[config.mk]
export PLATFORM = sky130hd
export DESIGN_NAME = sleep_seq_ctrl
export DESIGN_NICKNAME = d
export VERILOG_FILES = /design/src/rtl/sleep_seq_pkg.sv /design/src/rtl/sleep_seq_sync.sv /design/src/rtl/sleep_seq_filter.sv /design/src/rtl/sleep_seq_timer.sv /design/src/rtl/sleep_seq_fsm.sv /design/src/rtl/sleep_seq_ctrl.sv
export SDC_FILE = /design/constraint.sdc
export NUM_CORES = 1
export LEC_CHECK = 0
export ABC_AREA = 1
export ABC_CLOCK_PERIOD_IN_PS = 1600
export BUFFER_PORTS_ARGS = -buffer_cell sky130_fd_sc_hd__buf_2
export CAP_MARGIN = 20
export CORE_MARGIN = 2
export CORE_UTILIZATION = 59
export DETAILED_ROUTE_END_ITERATION = 10
export PLACE_DENSITY = 0.78
export SLEW_MARGIN = 40
export SYNTH_ARGS = -nofsm -noshare
export SYNTH_HDL_FRONTEND = slang
export SYNTH_SLANG_ARGS = --single-unit
[constraint.sdc]
create_clock -name clk_i -period 1.6 [get_ports clk_i]
set_input_delay 0.32 -clock clk_i [delete_from_list [all_inputs] [get_ports clk_i]]
set_output_delay 0.32 -clock clk_i [all_outputs]
set_load 0.02 [all_outputs]
[src/rtl/sleep_seq_pkg.sv]
package sleep_seq_pkg;
  typedef enum logic [1:0] {
    PST_ACTIVE = 2'b00,
    PST_STR    = 2'b01,
    PST_OFF    = 2'b10
  } pwr_state_e;
endpackage

[src/rtl/sleep_seq_sync.sv]
module sleep_seq_sync #(
  parameter int unsigned WIDTH = 2,
  parameter logic [WIDTH-1:0] RST_VAL = '1
) (
  input  logic             clk_i,
  input  logic             rst_ni,
  input  logic [WIDTH-1:0] d_i,
  output logic [WIDTH-1:0] q_o
);
  logic [WIDTH-1:0] meta_q, sync_q;

  always_ff @(posedge clk_i or negedge rst_ni) begin
    if (!rst_ni) begin
      meta_q <= RST_VAL;
      sync_q <= RST_VAL;
    end else begin
      meta_q <= d_i;
      sync_q <= meta_q;
    end
  end

  assign q_o = sync_q;
endmodule

[src/rtl/sleep_seq_filter.sv]
module sleep_seq_filter #(
  parameter int unsigned WIDTH       = 2,
  parameter int unsigned FILT_CYCLES = 100,
  parameter logic [WIDTH-1:0] RST_VAL = '1
) (
  input  logic             clk_i,
  input  logic             rst_ni,
  input  logic [WIDTH-1:0] d_i,
  output logic [WIDTH-1:0] q_o
);
  localparam int unsigned CW = (FILT_CYCLES > 1) ? $clog2(FILT_CYCLES) : 1;
  localparam logic [CW-1:0] LAST = CW'(FILT_CYCLES - 1);

  for (genvar b = 0; b < WIDTH; b++) begin : g_bit
    logic [CW-1:0] cnt_q;
    logic          lvl_q;

    always_ff @(posedge clk_i or negedge rst_ni) begin
      if (!rst_ni) begin
        cnt_q <= '0;
        lvl_q <= RST_VAL[b];
      end else if (d_i[b] == lvl_q) begin
        cnt_q <= '0;
      end else if (cnt_q == LAST) begin
        // level has held for the full window
        cnt_q <= '0;
        lvl_q <= d_i[b];
      end else begin
        cnt_q <= cnt_q + 1'b1;
      end
    end

    assign q_o[b] = lvl_q;
  end
endmodule

[src/rtl/sleep_seq_timer.sv]
module sleep_seq_timer #(
  parameter int unsigned DLY_CYCLES = 10000
) (
  input  logic clk_i,
  input  logic rst_ni,
  input  logic run_i,
  output logic expire_o
);
  localparam int unsigned CW = (DLY_CYCLES > 1) ? $clog2(DLY_CYCLES) : 1;
  localparam logic [CW-1:0] LAST = CW'(DLY_CYCLES - 1);

  logic [CW-1:0] cnt_q;

  always_ff @(posedge clk_i or negedge rst_ni) begin
    if (!rst_ni)              cnt_q <= '0;
    else if (!run_i)          cnt_q <= '0;
    else if (cnt_q != LAST)   cnt_q <= cnt_q + 1'b1;
  end

  assign expire_o = run_i && (cnt_q == LAST);
endmodule

[src/rtl/sleep_seq_fsm.sv]
module sleep_seq_fsm
  import sleep_seq_pkg::*;
(
  input  logic       clk_i,
  input  logic       rst_ni,
  input  logic       clr_i,
  input  logic       s3_i,
  input  logic       s5_i,
  input  logic       expire_i,
  output logic       run_o,
  output pwr_state_e state_o
);
  pwr_state_e state_q, state_d;

  assign run_o = !clr_i && (state_q == PST_ACTIVE) && !s3_i;

  always_comb begin
    state_d = state_q;
    unique case (state_q)
      PST_ACTIVE: if (expire_i) state_d = s5_i ? PST_STR : PST_OFF;
      PST_STR,
      PST_OFF:    if (s3_i && s5_i) state_d = PST_ACTIVE;
      default:    state_d = PST_ACTIVE;
    endcase
    if (clr_i) state_d = PST_ACTIVE;
  end

  always_ff @(posedge clk_i or negedge rst_ni) begin
    if (!rst_ni) state_q <= PST_ACTIVE;
    else         state_q <= state_d;
  end

  assign state_o = state_q;
endmodule

[src/rtl/sleep_seq_ctrl.sv]
module sleep_seq_ctrl
  import sleep_seq_pkg::*;
#(
  parameter int unsigned FILT_CYCLES      = 100,
  parameter int unsigned SLEEP_DLY_CYCLES = 10000,
  parameter bit          KEEP_5V_SOFTOFF  = 1'b0
) (
  input  logic       clk_i,
  input  logic       rst_ni,
  input  logic       por_ok_i,
  input  logic       main_pgood_i,
  input  logic       s3_ni,
  input  logic       s5_ni,
  output logic       en_3v3_dual_o,
  output logic       en_1v5_sb_o,
  output logic       en_5v_dual_o,
  output logic [1:0] state_o
);
  localparam int unsigned NREQ = 2;  // bit 0: suspend line, bit 1: soft-off line

  logic [NREQ-1:0] req_sync, req_filt;
  logic            expire, run;
  pwr_state_e      state;

  sleep_seq_sync #(.WIDTH(NREQ), .RST_VAL('1)) u_sync (
    .clk_i  (clk_i),
    .rst_ni (rst_ni),
    .d_i    ({s5_ni, s3_ni}),
    .q_o    (req_sync)
  );

  sleep_seq_filter #(.WIDTH(NREQ), .FILT_CYCLES(FILT_CYCLES), .RST_VAL('1)) u_filt (
    .clk_i  (clk_i),
    .rst_ni (rst_ni),
    .d_i    (req_sync),
    .q_o    (req_filt)
  );

  sleep_seq_timer #(.DLY_CYCLES(SLEEP_DLY_CYCLES)) u_tmr (
    .clk_i    (clk_i),
    .rst_ni   (rst_ni),
    .run_i    (run),
    .expire_o (expire)
  );

  sleep_seq_fsm u_fsm (
    .clk_i    (clk_i),
    .rst_ni   (rst_ni),
    .clr_i    (!por_ok_i),
    .s3_i     (req_filt[0]),
    .s5_i     (req_filt[1]),
    .expire_i (expire),
    .run_o    (run),
    .state_o  (state)
  );

  always_comb begin
    en_3v3_dual_o = por_ok_i;
    en_1v5_sb_o   = por_ok_i;
    unique case (state)
      PST_ACTIVE: en_5v_dual_o = por_ok_i && main_pgood_i;
      PST_STR:    en_5v_dual_o = por_ok_i;
      PST_OFF:    en_5v_dual_o = por_ok_i && KEEP_5V_SOFTOFF;
      default:    en_5v_dual_o = 1'b0;
    endcase
  end

  assign state_o = state;
endmodule

Word level (Yosys, flattened, before mapping)
Index checks and enable logic that the tools add are counted.
{ "classes": {"n_addsub": 3, "eq_ne": 11, "muxes": 12, "n_bitwise": 2, "n_reduce_logical": 11} }
{ "ops": {"columns": ["operator", "n"], "rows": [
  ["$mux W14", 2],
  ["$mux W7", 4],
  ["$add A14 B1 Y14 const B", 1],
  ["$add A7 B1 Y7 const B", 2],
  ["$eq A14 B14 Y1 const B", 1],
  ["$eq A7 B7 Y1 const B", 2],
  ["$ne A14 B14 Y1 const B", 1],
  ["$mux W2", 4],
  ["$reduce_and A2 Y1", 3],
  ["$logic_and A1 B1 Y1", 5],
  ["$pmux W2 S2", 1],
  ["$ne A3 B2 Y1 const B", 1],
  ["$ne A3 B3 Y1 const B", 1],
  ["$eq A1 B1 Y1", 2],
  ["$eq A2 B1 Y1 const B", 1],
  ["$eq A2 B2 Y1 const B", 1],
  ["$logic_not A2 Y1", 1],
  ["$ne A2 B2 Y1 const B", 1],
  ["$not A1 Y1", 2],
  ["$pmux W1 S2", 1],
  ["$reduce_or A2 Y1", 1],
  ["$logic_not A1 Y1", 1]
]} }
{ "word_totals": {"regBits": 36, "in_bits": 6, "output_inout_bits": 5, "word_cells": 47} }

Longest topological paths before layout
{ "logic_depth": {"depth_word": 7, "depth_mapped": 9, "ltp_nobuf": 9} }

Modules after synthesis
From an unflattened synthesis, not the netlist that was laid out.
{ "unflattened": {"cells_unflattened": 251, "area_unflattened_um2": 2006.9} }
{ "by_module_without_submodules": {"columns": ["module", "instances", "cells_per_inst", "area_each_um2", "seq_area_each_um2"], "rows": [
  ["sleep_seq_timer", 1, 126, 898.4, 350.3],
  ["sleep_seq_filter", 1, 91, 814.5, 402.9],
  ["sleep_seq_fsm", 1, 23, 155.1, 50.0],
  ["sleep_seq_sync", 1, 4, 105.1, 105.1],
  ["sleep_seq_ctrl", 1, 7, 33.8, 0.0]
]} }

Worst setup path after synthesis
OpenSTA, ideal clock, no wires.
{ "synth_timing": {"kind": "register -> output", "startpoint": "register u_fsm.state_q[0] (netlist: u_fsm.state_o[0])", "endpoint": "output en_5v_dual_o", "arrival_time_ns": 1.146, "t_required_ns": 1.280, "setup_slack_ns": 0.134, "stages_incl_launch_ff": 6, "path_buffers": 0, "cell_sequence": "dfrtp_1 inv_1 ha_1 nand2_2 inv_1 a22o_1"} }
{ "synth_via": {"elab_chain_len": 2, "word_cells_on_any_way": 3} }
{ "synth_lines": {"columns": ["element", "line", "rtl"], "rows": [
  ["start: declaration", "sleep_seq_fsm.sv:13", "pwr_state_e state_q, state_d;"],
  ["start signal: assignment", "sleep_seq_fsm.sv:30", "else state_q <= state_d;"],
  ["$eq A2 B1 Y1 / $logic_not A2 Y1 (equally long branches)", "sleep_seq_ctrl.sv:60", "unique case (state)"],
  ["$pmux W1 S2 *", "sleep_seq_ctrl.sv:60", null],
  ["end: declaration", "sleep_seq_ctrl.sv:16", "output logic en_5v_dual_o,"]
]} }
Every way passes the cells marked *; elsewhere a longest branch is shown, timed or not.

Worst setup path in the final report
{ "layout_timing": {"startpoint": "register u_fsm.state_q[1] (netlist: u_fsm.state_o[1])", "endpoint": "output en_5v_dual_o"} }
The elaborated chain is that of the path after synthesis.

==> results.py <==
metrics = {
    "finish": {
        "drive_gt1_frac": 0.2060,
        "antenna_cells": 0,
        "final_cell_mix": "nor2_1, nand2_1, dfrtp_1, inv_1, nand3_1",
        "final_util": 0.6908,
        "area_growth_pct": 14.48,
        "layout_commonest_cell": "nor2_1",
        "finalNetCount": 243,
    },
    "drt": {
        "wirelength_mm": 3.704,
        "drt-initial-drc-count": 49,
        "drc": 0,
        "vias": 1453,
        "top_layer_used": "met4",
        "drt_pre_antenna_iters": 4,
        "m1WireLength_mm": 1.589,
        "routedWlPerCell_um": 13.92,
        "vias_per_cell": 5.462,
        "wl_met2_mm": 1.874,
        "ant_nets": 0,
        "met3_length_um": 149,
    },
    "critical_path": {
        "r2r-end": "u_fsm.state_o[0]$_DFFE_PN0P_",
        "crit_chain": "inv_2, ha_4, nand2_4, inv_2, a22o_1, buf_6",
        "crit_required_ps": 1280,
        "cp_slowest_cell": "dfrtp_1",
        "endpoint_kind": "output pin",
        "r2r_start": "u_tmr.cnt_q[0]$_DFFE_PN0P_",
        "reg2reg_slack_ps": 70,
        "critPathMostFrequentCell": "inv_2",
        "worst-path-max-fanout": 2,
        "crit_path_max_incr_delay_ps": 380,
        "start_kind": "flop",
        "critical_path_arrival_ps": 1400,
        "crit_type": "reg -> out",
        "reg2reg_depth": 8,
    },
    "yosys": {
        "yosysSeqAreaShare": 0.5056,
        "syn_nets": 219,
        "ys_ff_latch": 36,
        "synth_area_um2": 1797,
        "ys_warn_count": 0,
        "synth_cell_types": 23,
        "synth_top_area_share": 0.4178,
        "yosys.area.top_type": "dfrtp_1",
        "synth-main-ff-cell": "dfrtp_1",
        "synth_edf_count": 0,
        "syn_area_per_cell_um2": 8.638,
        "synthCells": 208,
        "ys_async_sr_fraction": 1.000,
        "synth.area.top_cells": "dfrtp_1, dfstp_2, nor2_1",
    },
    "timing": {
        "finalHoldViolCount": 0,
        "slew_viol_final": 0,
        "finalSetupTns_ps": -119.3,
        "layout_setup_ws_ps": -119.3,
        "rsz0062_at_grt": "yes",
        "fin_crit_sh": 1.075,
        "relSlewSlack": 0.7114,
        "hold_slack_ps": 45.59,
        "setup_violations": 1,
        "tightest_slew_ps": 432.9,
        "skew_ps": 13.38,
        "fin_crit_ps": 1719,
        "max_freq_mhz": 581.6,
    },
    "power_and_ir_drop": {
        "p_per_area_nw_per_um2": 942.1,
        "p_switching_mw": 0.5814,
        "ir_drop_mv": 0.6720,
        "swShare": 0.3000,
        "total_power_mw": 1.938,
        "p_seq_frac": 0.519,
        "intPower_mw": 1.357,
        "leakage_nw": 0.9549,
        "power_frac_comb": 0.214,
        "clockPowerShare": 0.267,
    },
    "die": {
        "design.portCount": 11,
        "start_util": 0.6034,
        "die_w_um": 59.19,
        "die-area_um2": 3503,
        "rows": 20,
        "die_h_um": 59.19,
        "core_area_um2": 2978,
    },
    "place": {
        "place_ws_ps": 122.8,
        "globalplace.congestion": 0.8522,
        "port-buffer-count": 10,
        "hpwl_mm": 2.415,
    },
    "grt": {
        "grt_pass1_wl_mm": 5.975,
        "grt_pass1_vias": 1395,
        "grt_max_degree": 37,
        "antenna_found_initial": 0,
        "gr-total-overflow": 0,
        "grtUsageTotal": 0.2314,
    },
    "flow_run": {
        "maxCapViolations": 0,
    },
    "clock_network": {
        "cts_made_buffers": 5,
        "clockBufferDepth": 2,
        "insertion_delay_ps": 350,
        "cts_tree": "built",
        "path_clk_slew_ps": 110,
        "cts.sinks": 36,
        "h-tree-depth": 2,
        "root_buffer": "clkbuf_4",
    },
    "worst_hold_path": {
        "hold_path.startpoint": "s3_ni",
        "hold_depth": 1,
        "holdCritPathClass": "in -> reg",
        "hold_end": "u_sync.meta_q[0]$_DFF_PN1_",
    },
    "status": {
        "violations": "negative setup slack",
        "status": "finished with violations",
    },
}
[layout make-up]
type                            count  area [µm²]
Fill cell                         233       920.9
Sequential cell                    36       908.4
Multi-Input combinational cell    144       802.0
Timing Repair Buffer               20       150.1
Inverter                           25       93.84
Clock buffer                        6       51.30
Tap cell                           33       41.29
Clock inverter                      2       10.01
[cells by family (layout without fill, tap and decap cells)]
| family | Yosys count | in the layout | synth area share |
|---|---|---|---|
| AND/OR/NAND/NOR | 108 | 108 | 0.2751 |
| flip-flops | 36 | 36 | 0.5056 |
| buffers and inverters | 28 | 53 | 0.06476 |
| AO/OA/AOI/OAI | 19 | 19 | 0.06058 |
| XOR/XNOR | 11 | 11 | 0.05363 |
| adder cells (fa/ha/maj) | 5 | 5 | 0.03482 |
| multiplexers | 1 | 1 | 0.005571 |
[critical path, delay by kind of cell, from the launching register on]
kind            cells  cell delay, ps
flops               1             380
buf+inv             3             230
compound gates      1             200
fa+ha+maj           1             160
simple gates        1              60
[flip-flops by register name, indices dropped and copies added, names as in the netlist]
| name | flops |
|---|---|
| u_tmr.cnt_q | 14 |
| u_sync.q_o | 2 |
| u_filt.g_bit.lvl_q | 2 |
| u_sync.meta_q | 2 |
| u_fsm.state_o | 2 |
| u_filt.g_bit.cnt_q | 14 |
[routing by layer]
metal | global-route usage | vias to the layer above
li1 | - | 721
met3 | 0.07205 | 10
met5 | 0 | -
met2 | 0.3689 | 38
met1 | 0.2892 | 684
met4 | 0.1006 | 0
[timing repair]
| item | CTS | global route |
|---|---|---|
| gates cloned | 0 | 0 |
| setup endpoints to repair | 1 | 7 |
| hold endpoints to repair | 30 | 0 |
| resized for setup | 10 | 1 |
| hold buffers | 1 | 0 |
| pin swaps | 4 | 4 |
| setup buffers | 5 | 3 |
[metrics by stage]
step                instances  cell area (µm²)
global route              266             2057
global placement          249             1873
floorplan                 208             1797
CTS                       263             2017
detailed placement        249             1873
finish                    266             2057
[power groups by stage]
stage          Sequential [mW]  Combinational [mW]  Clock (mW)
5_1_grt                   1.01               0.453       0.564
4_1_cts                   1.00               0.343       0.528
2_1_floorplan             1.02               0.190           0
6_report                  1.01               0.414       0.517
3_3_place_gp              1.01               0.258           0
3_5_place_dp              1.02               0.271           0
[synthesized netlist by cell type (all sizes together) (3+ instances only)]
cell type  count
nor2          41
ha             5
nand4          5
nand3         19
inv           25
o21ai          9
nor3           6
xor2           9
dfrtp         30
buf            3
nand2         35
dfstp          6
a21oi          5
[worst max path at each step]
stage / startpoint / endpoint / slack, ps / depth (start not counted)
6_report: u_fsm.state_o[1]$_DFFE_PN0P_ / en_5v_dual_o / -120 / 6
5_1_grt: u_fsm.state_o[1]$_DFFE_PN0P_ / en_5v_dual_o / -190 / 6
4_1_cts: u_fsm.state_o[0]$_DFFE_PN0P_ / en_5v_dual_o / -110 / 4
3_5_place_dp: u_fsm.state_o[0]$_DFFE_PN0P_ / u_fsm.state_o[0]$_DFFE_PN0P_ / 120 / 9
3_3_place_gp: u_fsm.state_o[0]$_DFFE_PN0P_ / en_5v_dual_o / 180 / 6
2_1_floorplan: u_fsm.state_o[0]$_DFFE_PN0P_ / en_5v_dual_o / 130 / 5
No activity file was read; power rests on OpenSTA's default activity.
